`src/rtl/twhs_pkg.sv`:
```
package twhs_pkg;
  typedef enum logic [1:0] {
    ST_IDLE  = 2'd0,
    ST_SCAN  = 2'd1,
    ST_CLOSE = 2'd2
  } sel_state_t;

  typedef enum logic [1:0] {
    HC_NONE = 2'd0,
    HC_OLD  = 2'd1,
    HC_IN   = 2'd2,
    HC_NEW  = 2'd3
  } hit_cls_t;
endpackage

```
`src/rtl/twhs_window.sv`:
```
module twhs_window #(
  parameter int TS_W  = 28,
  parameter int OFF_W = 15,
  parameter int LIM_W = 5
) (
  input  logic               clk,
  input  logic               rst_n,
  input  logic               load,
  input  logic [TS_W-1:0]    trig_time,
  input  logic [OFF_W-1:0]   start_off,
  input  logic               start_en,
  input  logic [OFF_W-1:0]   end_off,
  input  logic               end_en,
  input  logic [LIM_W-1:0]   max_hits,
  output logic [TS_W-1:0]    win_start,
  output logic               win_start_en,
  output logic [TS_W-1:0]    win_end,
  output logic               lim_unl,
  output logic [LIM_W-2:0]   lim_val
);
  localparam int EXT_W = TS_W - OFF_W;

  logic [TS_W-1:0] start_ext, end_ext;
  assign start_ext = {{EXT_W{start_off[OFF_W-1]}}, start_off};
  assign end_ext   = end_en ? {{EXT_W{end_off[OFF_W-1]}}, end_off} : '0;

  always_ff @(posedge clk) begin
    if (!rst_n) begin
      win_start    <= '0;
      win_start_en <= 1'b0;
      win_end      <= '0;
      lim_unl      <= 1'b0;
      lim_val      <= '0;
    end else if (load) begin
      win_start    <= trig_time + start_ext;
      win_start_en <= start_en;
      win_end      <= trig_time + end_ext;
      lim_unl      <= max_hits[LIM_W-1];
      lim_val      <= max_hits[LIM_W-2:0];
    end
  end

  // with end disabled, the latched end is the trigger time itself
  assert_end_off_R3: assert property (@(posedge clk) disable iff (!rst_n)
    (load && !end_en) |=> (win_end == $past(trig_time)));
endmodule

```
`src/rtl/twhs_classify.sv`:
```
module twhs_classify import twhs_pkg::*; #(
  parameter int TS_W = 28
) (
  input  logic            hit_valid,
  input  logic [TS_W-1:0] hit_time,
  input  logic [TS_W-1:0] now_time,
  input  logic [TS_W-1:0] win_start,
  input  logic            win_start_en,
  input  logic [TS_W-1:0] win_end,
  output hit_cls_t        cls,
  output logic            past_end
);
  logic [TS_W-1:0] d_end, d_start, d_now;

  assign d_end   = hit_time - win_end;
  assign d_start = hit_time - win_start;
  assign d_now   = now_time - win_end;

  // a positive modular difference means strictly later
  assign past_end = !d_now[TS_W-1] && (d_now != '0);

  always_comb begin
    if (!hit_valid)                                   cls = HC_NONE;
    else if (!d_end[TS_W-1] && (d_end != '0))         cls = HC_NEW;
    else if (win_start_en && d_start[TS_W-1])         cls = HC_OLD;
    else                                              cls = HC_IN;
  end
endmodule

```
`src/rtl/twhs_loss.sv`:
```
module twhs_loss (
  input  logic clk,
  input  logic rst_n,
  input  logic drop,
  input  logic clear,
  output logic flag
);
  always_ff @(posedge clk) begin
    if (!rst_n)     flag <= 1'b0;
    else if (drop)  flag <= 1'b1;
    else if (clear) flag <= 1'b0;
  end

  assert_loss_set_R11: assert property (@(posedge clk) disable iff (!rst_n)
    drop |=> flag);
  assert_loss_hold_R11: assert property (@(posedge clk) disable iff (!rst_n)
    (flag && !clear) |=> flag);
endmodule

```
`src/rtl/trig_window_selector.sv`:
```
module trig_window_selector import twhs_pkg::*; #(
  parameter int CH_W   = 6,
  parameter int TS_W   = 28,
  parameter int FINE_W = 10,
  parameter int OFF_W  = 15,
  parameter int LIM_W  = 5
) (
  input  logic              clk,
  input  logic              rst_n,
  input  logic              hit_valid,
  output logic              hit_ready,
  input  logic [CH_W-1:0]   hit_chan,
  input  logic [TS_W-1:0]   hit_coarse,
  input  logic [FINE_W-1:0] hit_fine,
  input  logic [TS_W-1:0]   now_time,
  input  logic              trig_valid,
  input  logic [TS_W-1:0]   trig_time,
  input  logic [OFF_W-1:0]  cfg_start_off,
  input  logic              cfg_start_en,
  input  logic [OFF_W-1:0]  cfg_end_off,
  input  logic              cfg_end_en,
  input  logic [LIM_W-1:0]  cfg_max_hits,
  output logic              out_valid,
  input  logic              out_ready,
  output logic [CH_W-1:0]   out_chan,
  output logic [TS_W-1:0]   out_coarse,
  output logic [FINE_W-1:0] out_fine,
  output logic              out_last,
  output logic              out_trunc,
  output logic              out_empty,
  output logic              busy,
  input  logic              fifo_drop,
  input  logic              loss_clear,
  output logic              loss_flag
);
  localparam int CNT_W = LIM_W - 1;

  sel_state_t        st, st_nx;
  hit_cls_t          cls;
  logic              past_end, load;
  logic [TS_W-1:0]   w_start, w_end;
  logic              w_start_en, lim_unl;
  logic [CNT_W-1:0]  lim_val, cnt;
  logic              held_v, trunc_r, take, set_trunc, room;
  logic [CH_W-1:0]   held_chan;
  logic [TS_W-1:0]   held_coarse;
  logic [FINE_W-1:0] held_fine;

  assign load = (st == ST_IDLE) && trig_valid;
  assign busy = (st != ST_IDLE);
  assign room = lim_unl || (cnt < lim_val);

  twhs_window #(.TS_W(TS_W), .OFF_W(OFF_W), .LIM_W(LIM_W)) u_win (
    .clk(clk), .rst_n(rst_n), .load(load), .trig_time(trig_time),
    .start_off(cfg_start_off), .start_en(cfg_start_en),
    .end_off(cfg_end_off), .end_en(cfg_end_en), .max_hits(cfg_max_hits),
    .win_start(w_start), .win_start_en(w_start_en), .win_end(w_end),
    .lim_unl(lim_unl), .lim_val(lim_val)
  );

  twhs_classify #(.TS_W(TS_W)) u_cls (
    .hit_valid(hit_valid && (st == ST_SCAN)), .hit_time(hit_coarse),
    .now_time(now_time), .win_start(w_start), .win_start_en(w_start_en),
    .win_end(w_end), .cls(cls), .past_end(past_end)
  );

  twhs_loss u_loss (
    .clk(clk), .rst_n(rst_n), .drop(fifo_drop), .clear(loss_clear),
    .flag(loss_flag)
  );

  always_comb begin
    st_nx     = st;
    hit_ready = 1'b0;
    take      = 1'b0;
    set_trunc = 1'b0;
    out_valid = 1'b0;
    out_last  = 1'b0;
    out_trunc = 1'b0;
    out_empty = 1'b0;
    unique case (st)
      ST_IDLE: if (trig_valid) st_nx = ST_SCAN;
      ST_SCAN: begin
        unique case (cls)
          HC_NONE: if (past_end) st_nx = ST_CLOSE;
          HC_NEW:  st_nx = ST_CLOSE;
          HC_OLD:  hit_ready = 1'b1;
          HC_IN: begin
            if (!room) begin
              hit_ready = 1'b1;
              set_trunc = 1'b1;
            end else if (!held_v) begin
              hit_ready = 1'b1;
              take      = 1'b1;
            end else begin
              out_valid = 1'b1;
              if (out_ready) begin
                hit_ready = 1'b1;
                take      = 1'b1;
              end
            end
          end
          default: ;
        endcase
      end
      ST_CLOSE: begin
        out_valid = 1'b1;
        out_last  = 1'b1;
        out_trunc = trunc_r;
        out_empty = !held_v;
        if (out_ready) st_nx = ST_IDLE;
      end
      default: st_nx = ST_IDLE;
    endcase
  end

  assign out_chan   = held_v ? held_chan   : '0;
  assign out_coarse = held_v ? held_coarse : '0;
  assign out_fine   = held_v ? held_fine   : '0;

  always_ff @(posedge clk) begin
    if (!rst_n) begin
      st          <= ST_IDLE;
      held_v      <= 1'b0;
      held_chan   <= '0;
      held_coarse <= '0;
      held_fine   <= '0;
      cnt         <= '0;
      trunc_r     <= 1'b0;
    end else begin
      st <= st_nx;
      if (load) begin
        cnt     <= '0;
        trunc_r <= 1'b0;
      end
      if (set_trunc) trunc_r <= 1'b1;
      if (take) begin
        held_v      <= 1'b1;
        held_chan   <= hit_chan;
        held_coarse <= hit_coarse;
        held_fine   <= hit_fine;
        if (!lim_unl) cnt <= cnt + 1'b1;
      end
      if ((st == ST_CLOSE) && out_ready) held_v <= 1'b0;
    end
  end

  assert_hold_R9: assert property (@(posedge clk) disable iff (!rst_n)
    (out_valid && !out_ready) |=> (out_valid && $stable(out_chan) &&
      $stable(out_coarse) && $stable(out_fine) && $stable(out_last) &&
      $stable(out_trunc) && $stable(out_empty)));
  assert_close_R10: assert property (@(posedge clk) disable iff (!rst_n)
    (out_valid && out_ready && out_last) |=> !busy);
  assert_idle_nopop_R10: assert property (@(posedge clk) disable iff (!rst_n)
    !busy |-> (!hit_ready && !out_valid));
  assert_empty_last_R7: assert property (@(posedge clk) disable iff (!rst_n)
    (out_valid && out_empty) |-> out_last);
  assert_cap_R6: assert property (@(posedge clk) disable iff (!rst_n)
    (busy && !lim_unl) |-> (cnt <= lim_val));
  assert_trunc_last_R6: assert property (@(posedge clk) disable iff (!rst_n)
    out_trunc |-> (out_valid && out_last));
endmodule

```
`config.mk`:
```
export PLATFORM = sky130hd
export DESIGN_NAME = trig_window_selector
export DESIGN_NICKNAME = d
export VERILOG_FILES = /design/src/rtl/twhs_pkg.sv /design/src/rtl/twhs_window.sv /design/src/rtl/twhs_classify.sv /design/src/rtl/twhs_loss.sv /design/src/rtl/trig_window_selector.sv
export SDC_FILE = /design/constraint.sdc
export NUM_CORES = 1
export LEC_CHECK = 0
export ABC_CLOCK_PERIOD_IN_PS = 7400
export BUFFER_PORTS_ARGS = -buffer_cell sky130_fd_sc_hd__buf_2
export CORE_MARGIN = 2
export CORE_UTILIZATION = 35
export CTS_CLUSTER_SIZE = 12
export DETAILED_ROUTE_END_ITERATION = 8
export PLACE_DENSITY = 0.65
export SLEW_MARGIN = 30
export SYNTH_ARGS = -nofsm -noshare
export SYNTH_HDL_FRONTEND = slang
export SYNTH_SLANG_ARGS = --single-unit
```
`constraint.sdc`:
```
create_clock -name clk -period 7.4 [get_ports clk]
set_input_delay 0.37 -clock clk [delete_from_list [all_inputs] [get_ports clk]]
set_output_delay 0.37 -clock clk [all_outputs]
set_load 0.1 [all_outputs]
```
==> results.md <==
* Yosys warning count at 0
* GRT overflow at 0
* Outcome: finished clean
* Hold crit path type: primary input to flop
* Count of different cell masters after synthesis at 88
* # Post-CTS Setup Buffers at 0
* Worst setup EP type: flop
* Worst Path Arrival at roughly 6.3 ns
* RSZ-0062 raised after global routing: no
* Setup CP Type: flop to flop
* Core footprint at 33280 um^2
* Gate Count Post-Synth at 1617
* Slew margin rel. at 0.4752
* Syn nets at 1911
* Yosys reg bits at 115
* Final Non-Filler Cells at 2221
* Comb pwr share at 0.507
* NetSw at roughly 0.0014 W
* Ys flop type: dfxtp_1
* Register area at 2302 um^2
* Multi-input gate area at 8690 um^2
* Sw Ratio at 0.4371
* Die Ht at between 150 and 200 um
* Required time of the critical path at 7.75 ns
* Vias in the first global route at 11.24k
* Vias/cell at 5.488
* CTS resizes at 0
* Number of synthesized flops with an enable pin at 0
* Port Buffers at around 190
* Worst Skew at 0.01428 ns
* Dpl hpwl at 31870 um
* CTS Sinks at 115
* GRT Total Usage at 0.2174
* Ratio of cells with drive above 1 in the final layout at 0.1490
* Final nets at 2054
* Clock Pin Slew Worst Setup and Hold Paths at 0.06 ns
* Detailed-route DRC error count at 0
* P_leak at around 6 nW
* Cts bufs inserted at 17
* Fin crit period at roughly 5.9 ns
* Crit path launch type: flop
* Critical path peak fanout at 4
* Sequential share of power at 0.230
* Slew @ Worst Pin at 0.7872 ns
* Hold Slack at 0.1519 ns
* Pre-CTS setup slack at roughly 1.3 ns
* Longest Clk Path Bufs at 2
* Chip Width at 187.3 um
* Final-layout fill cell count at between 3k and 4k
* Post-route ant nets at 0
* CTS tree: yes
* Area growth syn-to-layout at 15.75%
* Fin Setup TNS at 0 ns
* Clock power share at 0.263
* Initial antenna violation count at 1
* Finished Cell Area at 13610 um^2
* Fin. max-slew vios at 0
* Final setup margin at 1.453 ns
* # rows at 67
* Max Freq at 168.1 MHz
* Placed cell count at approximately 2.2k
* Maximum vdd ir drop at 0.1483 mV
* Syn Area/Cell at 7.272 um^2
* Final setup viols at 0
* WL per Instance at 17.75 um
* Worst-Skew Late Latency at 0.42 ns
* Crit share post-route at 0.8037
* Power per cell area at 241.8 nW/um^2
* Total die area at around 35000 um^2
* Post-CTS Hold Fix Bufs at 0
* Detailed Route Iter0 Violations at ~1.1k
* RePlAce Congestion at 0.9389
* Netlist area before placement at 11760 um^2
* Largest net degree at the start of global routing at 103
* Num ports at between 150 and 200
* Root Buffer: clkbuf_16
* P_int at 0.001852 W
* Max-Cap Viols at 0
* Placed cell areas at 12990 um^2
* DR vias at 12.19k
* H-tree levels at 4
* Starting Density at 0.3533
* First-pass detailed-route iteration total at 5
* Async SR Flop Fraction at 0
* First-pass GRT wire length at 60820 um
* Register area share after synthesis at 0.1958
* Hold Violations, Final at 0
* WL final at 39420 um
==> cell usage after synthesis (37+ instances only) <==
library cell,count,share of area
nand2_1,228,0.073
a21oi_1,176,0.075
ha_1,146,0.16
dfxtp_1,115,0.20
inv_1,112,0.036
nor2_1,98,0.031
o21ai_0,71,0.030
and2_1,66,0.035
clkbuf_1,60,0.019
a21o_1,56,0.036
nand3_1,47,0.020
xnor2_1,37,0.028
==> worst paths after layout <==
check	from	endpoint	slack (ns)	cells after the start
worst max register to register	u_win.win_end[0]	st[1]	1.45	24
worst max-delay path	u_win.win_end[0]	st[1]	1.45	24
worst min-delay path	fifo_drop	u_loss.flag	0.15	3
worst min register to register	held_coarse[15]	held_coarse[15]	0.45	2
==> cells by family (layout without fill, tap and decap cells) <==
group                      Yosys count  count (layout)  synth area share
adders and majority gates          150             150            0.1622
AOI/OAI and AO/OA                  469             469            0.2562
and+or+nand+nor                    620             620            0.2610
muxes                               17              17           0.01468
xor gates and xnor gates            57              57           0.04246
other                                0               1                 0
buffers and inverters              189             344           0.06767
DFF                                115             115            0.1958
==> metrics by stage <==
step / utilization / power [W]
floorplan: - / 0.001978
global placement: 0.3902 / 0.002396
detailed placement: 0.3903 / 0.002399
CTS: 0.4087 / 0.003273
global route: 0.4090 / 0.003506
finish: 0.4090 / 0.003291
==> registers in the layout, indices dropped and copies added (netlist names), 2 cells and up <==
register         cells
u_win.win_start     28
st                   2
held_fine           10
cnt                  4
u_win.win_end       28
held_chan            6
held_coarse         28
u_win.lim_val        4
==> power groups by stage <==
stage	combinational (W)	clock (W)	sequential [W]
detailed placement	0.00163	0	0.000768
finish	0.00167	0.000864	0.000757
floorplan	0.00123	0	0.000753
global placement	0.00163	0	0.000763
CTS	0.00164	0.000876	0.000755
global route	0.00183	0.000908	0.000767
==> cell usage in the layout, fill, tap and decap left out, types with 5 or more instances in the layout <==
cell type / n
a2111oi_0: 8
a211o_1: 6
a211oi_1: 22
a21o_1: 56
a21oi_1: 176
a221oi_1: 5
a31oi_1: 19
and2_1: 65
and3_1: 13
buf_2: 194
buf_4: 5
clkbuf_16: 17
dfxtp_1: 115
ha_1: 146
inv_1: 111
mux2i_1: 15
nand2_1: 227
nand2b_1: 21
nand3_1: 47
nand3b_1: 8
nand4_1: 18
nand4b_1: 5
nor2_1: 98
nor2b_1: 23
nor3_1: 29
nor3b_1: 14
nor4_1: 12
o2111ai_1: 8
o211ai_1: 8
o21a_1: 16
o21ai_0: 71
o21ai_1: 6
o21bai_1: 5
o221ai_1: 7
o22ai_1: 6
o31ai_1: 8
or2_2: 6
or3_1: 9
xnor2_1: 37
xor2_1: 20
==> layout make-up <==
type / count / area share
diodes: 1 / 0.0001839
clock buffers: 18 / 0.03227
clock inverters: 13 / 0.01269
inverters: 113 / 0.03116
multi-input cells: 1313 / 0.6384
flip-flops and latches: 115 / 0.1691
well taps: 448 / 0.04118
repair buffers: 200 / 0.07492
==> worst max-delay path, stage by stage, from the launching register on <==
cell	delay, ns
dfxtp_1	0.37
ha_1	0.19
inv_1	0.06
fa_1	0.42
a21o_2	0.23
a211oi_1	0.26
o2111a_1	0.20
o2111ai_1	0.11
or4_1	0.55
a2111oi_2	0.28
nand4_1	0.18
or4_4	0.45
o41ai_4	0.30
a21oi_1	0.16
ha_1	0.24
nand2_1	0.12
o21ai_0	0.10
a221oi_1	0.22
nand3_1	0.10
nor4_1	0.34
nand4_1	0.14
nor4_1	0.34
nand4_1	0.19
nand2_1	0.15
mux2i_1	0.19
==> layer usage <==
metal	wire (um)	vias up	track usage
li1	-	6049	-
met1	18900	5670	0.3066
met2	16990	408	0.3386
met3	2277	62	0.02889
met4	1259	0	0.07662
met5	0	-	0
No activity file was read; power rests on OpenSTA's default activity.
